<file path="config.mk">
export PLATFORM = sky130hd
export DESIGN_NAME = sflash_cmd_front
export DESIGN_NICKNAME = d
export VERILOG_FILES = /design/src/rtl/sfcv_pkg.sv /design/src/rtl/sfcv_sync_edge.sv /design/src/rtl/sfcv_frame_collect.sv /design/src/rtl/sfcv_rule_check.sv /design/src/rtl/sfcv_wel_latch.sv /design/src/rtl/sflash_cmd_front.sv
export SDC_FILE = /design/constraint.sdc
export NUM_CORES = 1
export LEC_CHECK = 0
export BUFFER_PORTS_ARGS = -buffer_cell sky130_fd_sc_hd__buf_2
export CAP_MARGIN = 20
export CORE_UTILIZATION = 25
export CTS_CLUSTER_SIZE = 14
export DETAILED_ROUTE_END_ITERATION = 6
export GPL_TIMING_DRIVEN = 1
export SYNTH_ARGS = -nofsm -noshare
export SYNTH_HDL_FRONTEND = slang
export SYNTH_SLANG_ARGS = --single-unit
</file>
<file path="constraint.sdc">
create_clock -name clk -period 3.61 [get_ports clk]
set_input_delay 0.9025 -clock clk [delete_from_list [all_inputs] [get_ports clk]]
set_output_delay 0.9025 -clock clk [all_outputs]
set_load 0.05 [all_outputs]
</file>
<file path="src/rtl/sfcv_pkg.sv">
// Shared opcodes and command kinds for the serial flash command validator.
// Assumes one byte opcodes; kinds are the encoding seen on exec_kind.
package sfcv_pkg;

    localparam logic [7:0] OP_WREN  = 8'h06;
    localparam logic [7:0] OP_WRDI  = 8'h04;
    localparam logic [7:0] OP_WRSR  = 8'h01;
    localparam logic [7:0] OP_PROG  = 8'h02;
    localparam logic [7:0] OP_SECT  = 8'h20;
    localparam logic [7:0] OP_BLK_A = 8'hD8;
    localparam logic [7:0] OP_BLK_B = 8'h52;
    localparam logic [7:0] OP_CHIP_A = 8'hC7;
    localparam logic [7:0] OP_CHIP_B = 8'h60;
    localparam logic [7:0] OP_SLEEP = 8'hB9;

    typedef enum logic [3:0] {
        K_NONE  = 4'd0,
        K_WREN  = 4'd1,
        K_WRDI  = 4'd2,
        K_WRSR  = 4'd3,
        K_PROG  = 4'd4,
        K_SECT  = 4'd5,
        K_BLK   = 4'd6,
        K_CHIP  = 4'd7,
        K_SLEEP = 4'd8
    } cmd_kind_e;

    // Map a raw opcode to its command kind.
    function automatic cmd_kind_e op_to_kind(input logic [7:0] op);
        case (op)
            OP_WREN:             return K_WREN;
            OP_WRDI:             return K_WRDI;
            OP_WRSR:             return K_WRSR;
            OP_PROG:             return K_PROG;
            OP_SECT:             return K_SECT;
            OP_BLK_A, OP_BLK_B:  return K_BLK;
            OP_CHIP_A, OP_CHIP_B: return K_CHIP;
            OP_SLEEP:            return K_SLEEP;
            default:             return K_NONE;
        endcase
    endfunction

    // True for kinds that modify the array or status and need the latch.
    function automatic logic kind_guarded(input cmd_kind_e k);
        return (k == K_WRSR) || (k == K_PROG) || (k == K_SECT) ||
               (k == K_BLK)  || (k == K_CHIP);
    endfunction

endpackage

</file>
<file path="src/rtl/sfcv_sync_edge.sv">
// Input stage: registers the serial pins in the clk domain and derives
// a bit strobe (sclk rising while selected) and the chip-select release.
// Assumes sclk, cs_n and sdi are synchronous to clk and sclk is at most
// a quarter of the clk rate.
module sfcv_sync_edge (
    input  logic clk,
    input  logic rst_n,
    input  logic sclk,
    input  logic cs_n,
    input  logic sdi,
    output logic bit_stb,
    output logic bit_val,
    output logic cs_end,
    output logic cs_idle
);

    logic sclk_s, sclk_p, cs_s, cs_p, di_s;

    // Sample pins and keep one cycle of history for edge detection.
    always_ff @(posedge clk) begin
        if (!rst_n) begin
            sclk_s <= 1'b0;
            sclk_p <= 1'b0;
            cs_s   <= 1'b1;
            cs_p   <= 1'b1;
            di_s   <= 1'b0;
        end else begin
            sclk_s <= sclk;
            sclk_p <= sclk_s;
            cs_s   <= cs_n;
            cs_p   <= cs_s;
            di_s   <= sdi;
        end
    end

    // Edge strobes from the sampled history.
    always_comb begin
        bit_stb = sclk_s & ~sclk_p & ~cs_s;
        bit_val = di_s;
        cs_end  = cs_s & ~cs_p;
        cs_idle = cs_s;
    end

endmodule

</file>
<file path="src/rtl/sfcv_frame_collect.sv">
// Frame collector: assembles bits MSB first into bytes, stores the opcode
// and the three address bytes, and counts whole bytes (saturating) plus
// the bits of an unfinished byte. All state clears while chip select is high.
module sfcv_frame_collect #(
    parameter int CNT_W = 9
) (
    input  logic             clk,
    input  logic             rst_n,
    input  logic             clear,
    input  logic             bit_stb,
    input  logic             bit_val,
    output logic [7:0]       opcode,
    output logic [23:0]      addr,
    output logic [CNT_W-1:0] byte_cnt,
    output logic [2:0]       part_bits
);

    localparam logic [CNT_W-1:0] CNT_MAX = '1;

    logic [6:0] shreg;
    logic [7:0] full_byte;

    // The byte completed by the current bit.
    always_comb full_byte = {shreg, bit_val};

    // Shift bits in, latch opcode and address bytes, count bytes.
    always_ff @(posedge clk) begin
        if (!rst_n || clear) begin
            shreg     <= '0;
            opcode    <= '0;
            addr      <= '0;
            byte_cnt  <= '0;
            part_bits <= '0;
        end else if (bit_stb) begin
            shreg     <= full_byte[6:0];
            part_bits <= part_bits + 3'd1;
            if (part_bits == 3'd7) begin
                if (byte_cnt == '0) begin
                    opcode <= full_byte;
                end else if (byte_cnt <= CNT_W'(3)) begin
                    addr <= {addr[15:0], full_byte};
                end
                if (byte_cnt != CNT_MAX) begin
                    byte_cnt <= byte_cnt + 1'b1;
                end
            end
        end
    end

endmodule

</file>
<file path="src/rtl/sfcv_rule_check.sv">
// Rule check: purely combinational judgement of a framed command against
// byte alignment, per-opcode length rules, the write-enable latch and busy.
// Also forms the address and length fields reported with the pulse.
module sfcv_rule_check
    import sfcv_pkg::*;
#(
    parameter int CNT_W      = 9,
    parameter int LEN_W      = 9,
    parameter int PAGE_BYTES = 256
) (
    input  logic [7:0]       opcode,
    input  logic [23:0]      addr_in,
    input  logic [CNT_W-1:0] byte_cnt,
    input  logic [2:0]       part_bits,
    input  logic             wel,
    input  logic             busy,
    output logic             accept,
    output cmd_kind_e        kind,
    output logic [23:0]      addr_out,
    output logic [LEN_W-1:0] len_out
);

    localparam logic [CNT_W-1:0] PAGE_CNT = CNT_W'(PAGE_BYTES);

    logic             len_ok;
    logic             guard_ok;
    logic [CNT_W-1:0] data_cnt;
    logic [CNT_W-1:0] tail_cnt;

    // Per-opcode length rule.
    always_comb begin
        kind = op_to_kind(opcode);
        case (kind)
            K_WRSR:       len_ok = byte_cnt >= CNT_W'(2);
            K_PROG:       len_ok = byte_cnt >= CNT_W'(5);
            K_SECT, K_BLK: len_ok = byte_cnt == CNT_W'(4);
            K_NONE:       len_ok = 1'b0;
            default:      len_ok = 1'b1;
        endcase
    end

    // Write-enable and busy gating for array and status writers.
    always_comb guard_ok = !kind_guarded(kind) || (wel && !busy);

    // Final verdict: opcode present, whole bytes, length and guard met.
    always_comb accept = (byte_cnt != '0) && (part_bits == 3'd0) && len_ok && guard_ok;

    // Reported fields: data count for program, trailing count for status write.
    always_comb begin
        data_cnt = byte_cnt - CNT_W'(4);
        tail_cnt = byte_cnt - CNT_W'(1);
        len_out  = '0;
        addr_out = '0;
        if (kind == K_PROG) begin
            len_out  = (data_cnt > PAGE_CNT) ? LEN_W'(PAGE_BYTES) : LEN_W'(data_cnt);
        end else if (kind == K_WRSR) begin
            len_out  = (tail_cnt > PAGE_CNT) ? LEN_W'(PAGE_BYTES) : LEN_W'(tail_cnt);
        end
        if (kind == K_PROG || kind == K_SECT || kind == K_BLK) begin
            addr_out = addr_in;
        end
    end

endmodule

</file>
<file path="src/rtl/sfcv_wel_latch.sv">
// Write-enable latch: set by an accepted enable, cleared by an accepted
// disable or by any accepted guarded command. Holds otherwise.
module sfcv_wel_latch
    import sfcv_pkg::*;
(
    input  logic      clk,
    input  logic      rst_n,
    input  logic      fire,
    input  cmd_kind_e kind,
    output logic      wel
);

    // Update the latch only on an accepted command.
    always_ff @(posedge clk) begin
        if (!rst_n) begin
            wel <= 1'b0;
        end else if (fire) begin
            if (kind == K_WREN) begin
                wel <= 1'b1;
            end else if (kind == K_WRDI || kind_guarded(kind)) begin
                wel <= 1'b0;
            end
        end
    end

endmodule

</file>
<file path="src/rtl/sflash_cmd_front.sv">
// Top of the serial flash command validator. Samples the serial pins,
// frames bytes, judges the command when chip select rises and issues a
// one-cycle execute pulse with kind, opcode, address and length.
// Assumes serial pins and busy are synchronous to clk.
module sflash_cmd_front
    import sfcv_pkg::*;
#(
    parameter int PAGE_BYTES = 256,
    parameter int LEN_W      = $clog2(PAGE_BYTES + 1)
) (
    input  logic             clk,
    input  logic             rst_n,
    input  logic             sclk,
    input  logic             cs_n,
    input  logic             sdi,
    input  logic             busy,
    output logic             exec_valid,
    output logic [3:0]       exec_kind,
    output logic [7:0]       exec_op,
    output logic [23:0]      exec_addr,
    output logic [LEN_W-1:0] exec_len,
    output logic             wel
);

    localparam int CNT_W = $clog2(PAGE_BYTES + 6);

    logic             bit_stb, bit_val, cs_end, cs_idle;
    logic [7:0]       opcode;
    logic [23:0]      addr_q;
    logic [CNT_W-1:0] byte_cnt;
    logic [2:0]       part_bits;
    logic             accept, fire;
    cmd_kind_e        kind;
    logic [23:0]      addr_rep;
    logic [LEN_W-1:0] len_rep;

    sfcv_sync_edge u_edge (
        .clk     (clk),
        .rst_n   (rst_n),
        .sclk    (sclk),
        .cs_n    (cs_n),
        .sdi     (sdi),
        .bit_stb (bit_stb),
        .bit_val (bit_val),
        .cs_end  (cs_end),
        .cs_idle (cs_idle)
    );

    sfcv_frame_collect #(.CNT_W(CNT_W)) u_frame (
        .clk       (clk),
        .rst_n     (rst_n),
        .clear     (cs_idle),
        .bit_stb   (bit_stb),
        .bit_val   (bit_val),
        .opcode    (opcode),
        .addr      (addr_q),
        .byte_cnt  (byte_cnt),
        .part_bits (part_bits)
    );

    sfcv_rule_check #(
        .CNT_W      (CNT_W),
        .LEN_W      (LEN_W),
        .PAGE_BYTES (PAGE_BYTES)
    ) u_rules (
        .opcode    (opcode),
        .addr_in   (addr_q),
        .byte_cnt  (byte_cnt),
        .part_bits (part_bits),
        .wel       (wel),
        .busy      (busy),
        .accept    (accept),
        .kind      (kind),
        .addr_out  (addr_rep),
        .len_out   (len_rep)
    );

    // A command fires only at the chip-select release.
    always_comb fire = cs_end & accept;

    sfcv_wel_latch u_wel (
        .clk   (clk),
        .rst_n (rst_n),
        .fire  (fire),
        .kind  (kind),
        .wel   (wel)
    );

    // Register the execute pulse and its fields.
    always_ff @(posedge clk) begin
        if (!rst_n) begin
            exec_valid <= 1'b0;
            exec_kind  <= '0;
            exec_op    <= '0;
            exec_addr  <= '0;
            exec_len   <= '0;
        end else begin
            exec_valid <= fire;
            if (fire) begin
                exec_kind <= kind;
                exec_op   <= opcode;
                exec_addr <= addr_rep;
                exec_len  <= len_rep;
            end
        end
    end

endmodule

</file>
== Word-level counts from Yosys, hierarchy flattened ==
Cells that the tools add are included.

* Add/sub/neg operators: 4
* Order comparisons: 5
* Equal/unequal tests: 20
* Mux-type cells: 9
* Bitwise operators: 8
* Reductions and logical operators: 28

{| class="wikitable"
|+ Operators with widths
! operator !! count
|-
| two-way mux 9 bit || 4
|-
| case mux 4 bit (8 select lines) || 1
|-
| equality test 8 bit, second input constant || 3
|-
| two-way mux 24 bit || 1
|-
| greater-than comparator 9 bit, second input constant || 2
|-
| equality test 4 x 3 -> 1 bit, second input constant || 4
|-
| equality test 8 x 3 -> 1 bit, second input constant || 2
|-
| equality test 8 x 7 -> 1 bit, second input constant || 2
|-
| adder 9 x 1 -> 9 bit, second input constant || 1
|-
| equality test 9 x 3 -> 1 bit, second input constant || 1
|-
| >= comparator 9 x 2 -> 1 bit, second input constant || 1
|-
| >= comparator 9 x 3 -> 1 bit, second input constant || 1
|-
| less-or-equal comparator 9 x 2 -> 1 bit, second input constant || 1
|-
| logical NOT 9 bit || 1
|-
| logical OR 1 bit || 9
|-
| inequality test 9 bit, second input constant || 1
|-
| nonzero test 9 bit || 1
|-
| subtractor 9 x 1 -> 9 bit, second input constant || 1
|-
| subtractor 9 x 3 -> 9 bit, second input constant || 1
|-
| equality test 4 x 2 -> 1 bit, second input constant || 2
|-
| equality test 8 x 1 -> 1 bit, second input constant || 1
|-
| equality test 8 x 2 -> 1 bit, second input constant || 1
|-
| equality test 8 x 6 -> 1 bit, second input constant || 1
|-
| AND reduction 3 bit || 2
|-
| other kinds (15) || 29
|}

* Flip-flop bits (word level): 103
* Bits of input ports: 6
* Output and inout bits: 47
* Word-level logic and storage cells: 90

== Depth between registers and ports, before layout ==
* Depth after elaboration: 13
* Mapped depth: 12
* Gate-level depth less buffers: 9

== By module ==
From an unflattened synthesis, not the netlist that was laid out.

* Cells, all modules: 588
* Area, all modules: 5,258.8 um^2

{| class="wikitable"
|+ Modules (own cells, without submodules)
! module !! times used !! cells an instance !! area an instance (um^2)
|-
| sfcv_frame_collect || 1 || 205 || 2,068.2
|-
| sflash_cmd_front || 1 || 208 || 1,919.3
|-
| sfcv_rule_check || 1 || 158 || 1,069.8
|-
| sfcv_sync_edge || 1 || 12 || 151.4
|-
| sfcv_wel_latch || 1 || 5 || 50.0
|}

== Worst setup path after synthesis ==
Ideal clock, no wire load.

* Path kind: reg-to-reg
* From: register u_frame.opcode[2]
* To: register exec_len[3]
* Setup time: 121 ps
* Arrival time: 2,579 ps
* Path slack: 910 ps
* Cell stages (with the launch flop): 12
* Path buffers: 4
* Cell sequence: dfxtp_1 buf_6 or4b_1 or4_1 buf_2 a2111oi_2 nor2b_1 or3_1 buf_2 buf_6 a21oi_2 nor3_1

* Cells in the longest elaborated chain, start to end: 12

{| class="wikitable"
|+ Ends and longest elaborated chain
! element !! RTL line !! source
|-
| start: declaration || sfcv_frame_collect.sv:12 || <nowiki>output logic [7:0] opcode,</nowiki>
|-
| start signal: assignment || sfcv_frame_collect.sv:39 || <nowiki>opcode <= full_byte;</nowiki>
|-
| equality test 8 bit or equality test 8 x 7 -> 1 bit (tied branches) || sfcv_pkg.sv:30 || <nowiki>case (op)</nowiki>
|-
| OR reduction 2 bit || sfcv_pkg.sv:30 ||
|-
| case mux 4 bit (8 select lines) (*) || sfcv_pkg.sv:30 ||
|-
| parallel branches: the longest is 9 deep, another holds equality test 4 x 3 -> 1 bit || n/a ||
|-
| end signal: assignment || sflash_cmd_front.sv:103 || <nowiki>exec_len <= len_rep;</nowiki>
|-
| end: declaration || sflash_cmd_front.sv:21 || <nowiki>output logic [LEN_W-1:0] exec_len,</nowiki>
|}

Every way passes the cells marked *.
A chain may end at the register's enable or synchronous reset.

== Final worst setup path ==
* From: register u_frame.byte_cnt[2]
* To: register exec_len[2]

* Cells in the longest elaborated chain, start to end: 5

{| class="wikitable"
|+ Ends and longest elaborated chain
! element !! RTL line !! source
|-
| start: declaration || sfcv_frame_collect.sv:14 || <nowiki>output logic [CNT_W-1:0] byte_cnt,</nowiki>
|-
| start signal: assignment || sfcv_frame_collect.sv:44 || <nowiki>byte_cnt <= byte_cnt + 1'b1;</nowiki>
|-
| subtractor 9 x 1 -> 9 bit, or another cell as far along || sfcv_rule_check.sv:51 || <nowiki>tail_cnt = byte_cnt - CNT_W'(1);</nowiki>
|-
| greater-than comparator 9 bit, or another cell as far along || sfcv_rule_check.sv:57 || <nowiki>len_out = (tail_cnt > PAGE_CNT) ? LEN_W'(PAGE_BYTES) : LEN_W'(tail_cnt);</nowiki>
|-
| two-way mux 9 bit or logical AND 1 bit (tied branches) || sfcv_rule_check.sv:57, sfcv_rule_check.sv:46 ||
|-
| two-way mux 9 bit or logical AND 1 bit (tied branches) || sfcv_rule_check.sv:56, sfcv_rule_check.sv:46 ||
|-
| two-way mux 9 bit or AND 1 bit (tied branches) || sfcv_rule_check.sv:54, sflash_cmd_front.sv:79 ||
|}

Parallel ways exist; a longest one is shown, timed or not.

==> results.json <==
{
  "path_cells": "inv_1 > ha_1 > or3b_2 > nor3_1 > a2111oi_2 > nor2b_1 > or3_1 > a21oi_1 > a311oi_1",
  "viasPerCell": 4.71,
  "p_leak_nw": 2.02,
  "post-cts-setup-buffer-count": 0,
  "post-route-period-util": 0.862,
  "dieArea_sq_um": 19700,
  "crit_slowest_cell": "or3b_2",
  "clockPowerShare": 0.471,
  "die_h_um": 140,
  "worstPathMaxFanout": 14,
  "rsz0062_at_grt": "false",
  "postCtsResizedCells": 0,
  "crit_path_start": "u_frame.byte_cnt[2]",
  "ant_nets": 0,
  "drc": 0,
  "dr.pass1.iters": 5,
  "final_common_cell": "dfxtp_1",
  "start_util": 0.255,
  "setup_tns_ns": 0,
  "fmax_mhz": 322,
  "period_needed_ns": 3.11,
  "setup_viol": 0,
  "synth.avg_cell_area_sq_um": 8.84,
  "gp_congestion": 0.929,
  "ys_seq_area_frac": 0.430,
  "start_kind": "flop",
  "grt_pass1_wl_um": 19600,
  "holdPathStages": 2,
  "first_iter_violations": 253,
  "io_buffers": 52,
  "powerDensity_nw_per_um2": 396,
  "wl_per_cell_um": 14.3,
  "hold_violations": 0,
  "pwr-share-comb": 0.013,
  "async_reset_ff_frac": 0,
  "hold_path_startpoint": "exec_len[7]",
  "ctsHoldBuffers": 0,
  "ys_warn_count": 0,
  "drive_above_1_share": 0.155,
  "n_antenna_cell": 0,
  "fin_nets": 594,
  "slew_headroom": 0.411,
  "max-cap-violations": 0,
  "rrSetupSlack_ns": 0.50,
  "worst_pin_slew_ns": 0.884,
  "status": "complete, no violations",
  "netlist_instances": 542,
  "grt_start_max_net_pins": 53,
  "layout_common_cells": "dfxtp_1, nand2_1, mux2i_1",
  "slowest_delay_ns": 0.48,
  "synth-seq-cells": 103,
  "finClkSkew_ns": 0.0103,
  "overflow": 0,
  "r2r_start": "u_frame.byte_cnt[2]",
  "root_buffer": "clkbuf_16",
  "switching_share": 0.214,
  "p_sw_w": 0.000473,
  "totalWireLength_um": 11600,
  "hold_path.class": "flop to flop",
  "io-pin-count": 53,
  "cts.clk_slew.worst_paths_ns": 0.07,
  "finish.utilization": 0.297,
  "vias": 3834,
  "ff2ff_path_depth": 9,
  "synth_edf_count": 0,
  "peakVddDrop_v": 0.000308,
  "worstSkewPairLatency_ns": 0.34,
  "grt_use_total": 0.124,
  "grt_pass1_vias": 3784,
  "cts_tree": "yes",
  "cts_made_buffers": 9,
  "path_class": "flop to flop",
  "clockBufferDepth": 2,
  "numClockSinks": 103,
  "r2r-end": "exec_len[2]",
  "crit_path_end": "exec_len[2]",
  "synth_area_sq_um": 4790,
  "antenna_found_initial": 0,
  "hpwl_um": 8070,
  "die-width_um": 140,
  "crit_path_end_kind": "flop",
  "maxSlewViolCount": 0,
  "yosys.cell_types.count": 55,
  "ys_dominant_reg_cell": "dfxtp_1",
  "num_rows": 50,
  "syn_to_final_growth_pct": 16.3,
  "seq_power_share": 0.516,
  "required_ns": 3.86,
  "syn_nets": 561,
  "arrival_ns": 3.36,
  "p_int_w": 0.00173,
  "fp.coreArea_sq_um": 18800,
  "htreeDepth": 3
}
-- kinds of logic after synthesis --
logic type	after synthesis	share of synthesized area
AND/OR/NAND/NOR	220	0.219
multiplexers	70	0.146
buffers and inverters	50	0.0486
adder cells (fa/ha/maj)	13	0.0339
AO/OA/AOI/OAI	71	0.0950
flip-flops	103	0.430
XOR/XNOR	15	0.0274
-- power groups by stage --
| stage | clock (W) | sequential, W | combinational [W] |
|---|---|---|---|
| 2_1_floorplan | 0 | 0.00117 | 0.0000193 |
| 3_3_place_gp | 0 | 0.00117 | 0.0000291 |
| 3_5_place_dp | 0 | 0.00117 | 0.0000293 |
| 4_1_cts | 0.00107 | 0.00114 | 0.0000293 |
| 5_1_grt | 0.00111 | 0.00114 | 0.0000317 |
| 6_report | 0.00104 | 0.00114 | 0.0000288 |
-- metal layers --
metal  track usage  routed length [um]  up-vias
met5             0                   0        -
met4        0.0469                 231        0
met3        0.0284                 570       23
met2         0.192                5030      115
met1         0.168                5800     1756
li1              -                   -     1940
-- layout make-up --
| type | instances | area (sq um) |
|---|---|---|
| multi-input cells | 389 | 2520 |
| well taps | 234 | 293 |
| clock inverters | 5 | 72.6 |
| clock buffers | 11 | 253 |
| fillers | 2002 | 13200 |
| inverters | 10 | 37.5 |
| repair buffers | 62 | 335 |
| flip-flops and latches | 103 | 2060 |
-- how the worst min path moves through the flow --
stage | end | slack [ns]
3_5_place_dp | exec_len[5] | 0.45
2_1_floorplan | u_edge.sclk_p | 0.42
6_report | exec_len[7] | 0.45
3_3_place_gp | exec_addr[22] | 0.44
4_1_cts | exec_len[5] | 0.45
5_1_grt | exec_addr[4] | 0.48
-- worst max-delay path, delay by kind of cell (launching register included) --
family | cells | cell delay (ns)
fa+ha+maj | 1 | 0.25
buf+inv | 1 | 0.24
flops | 1 | 0.40
compound gates | 3 | 0.55
simple gates | 4 | 1.59
-- state kept, by name, indices dropped and copies added (netlist names) --
register and count:
exec_valid 1, u_frame.part_bits 3, u_frame.opcode 8, u_wel.wel 1, u_edge.bit_val 1, u_edge.sclk_s 1, u_frame.shreg 7, exec_op 8
u_frame.addr 24, u_edge.cs_idle 1, u_edge.cs_p 1, exec_addr 24, u_frame.byte_cnt 9, u_edge.sclk_p 1, exec_kind 4, exec_len 9
-- synthesized netlist by cell type (all sizes together), types with 2 or more instances --
cell / count / area share
and2: 7 / 0.0091
o22ai: 2 / 0.0026
nand2b: 4 / 0.0052
nand4: 4 / 0.0052
nor4: 4 / 0.0052
dfxtp: 103 / 0.43
xnor2: 12 / 0.022
clkbuf: 28 / 0.022
nand2: 73 / 0.057
xor2: 3 / 0.0055
a311oi: 3 / 0.0055
o21bai: 2 / 0.0031
o2111ai: 2 / 0.0037
nand3: 18 / 0.019
o211ai: 6 / 0.0094
or2: 2 / 0.0026
a211o: 2 / 0.0037
ha: 13 / 0.034
inv: 10 / 0.0078
a2111oi: 2 / 0.0050
nor3: 13 / 0.016
nor4bb: 2 / 0.0042
or3: 2 / 0.0026
mux2i: 70 / 0.15
a31oi: 2 / 0.0026
and3: 3 / 0.0039
buf: 12 / 0.019
o21ai: 21 / 0.022
nor3b: 6 / 0.0094
a21oi: 22 / 0.024
nor2b: 6 / 0.0078
nor2: 65 / 0.051
and4: 3 / 0.0055
-- metrics by stage --
| stage | instance area [sq um] | hold WS, ns | cells | power [W] | setup WS (ns) |
|---|---|---|---|---|---|
| detailed placement | 5250 | 0.445 | 798 | 0.00120 | 0.566 |
| CTS | 5570 | 0.455 | 814 | 0.00224 | 0.534 |
| global route | 5570 | 0.476 | 814 | 0.00228 | 0.243 |
| finish | 5570 | 0.455 | 814 | 0.00221 | 0.500 |
| global placement | 5250 | 0.442 | 798 | 0.00120 | 0.648 |
| floorplan | 4790 | 0.421 | 542 | 0.00118 | 0.910 |
Note: power is estimated with default switching activity, not from simulation.
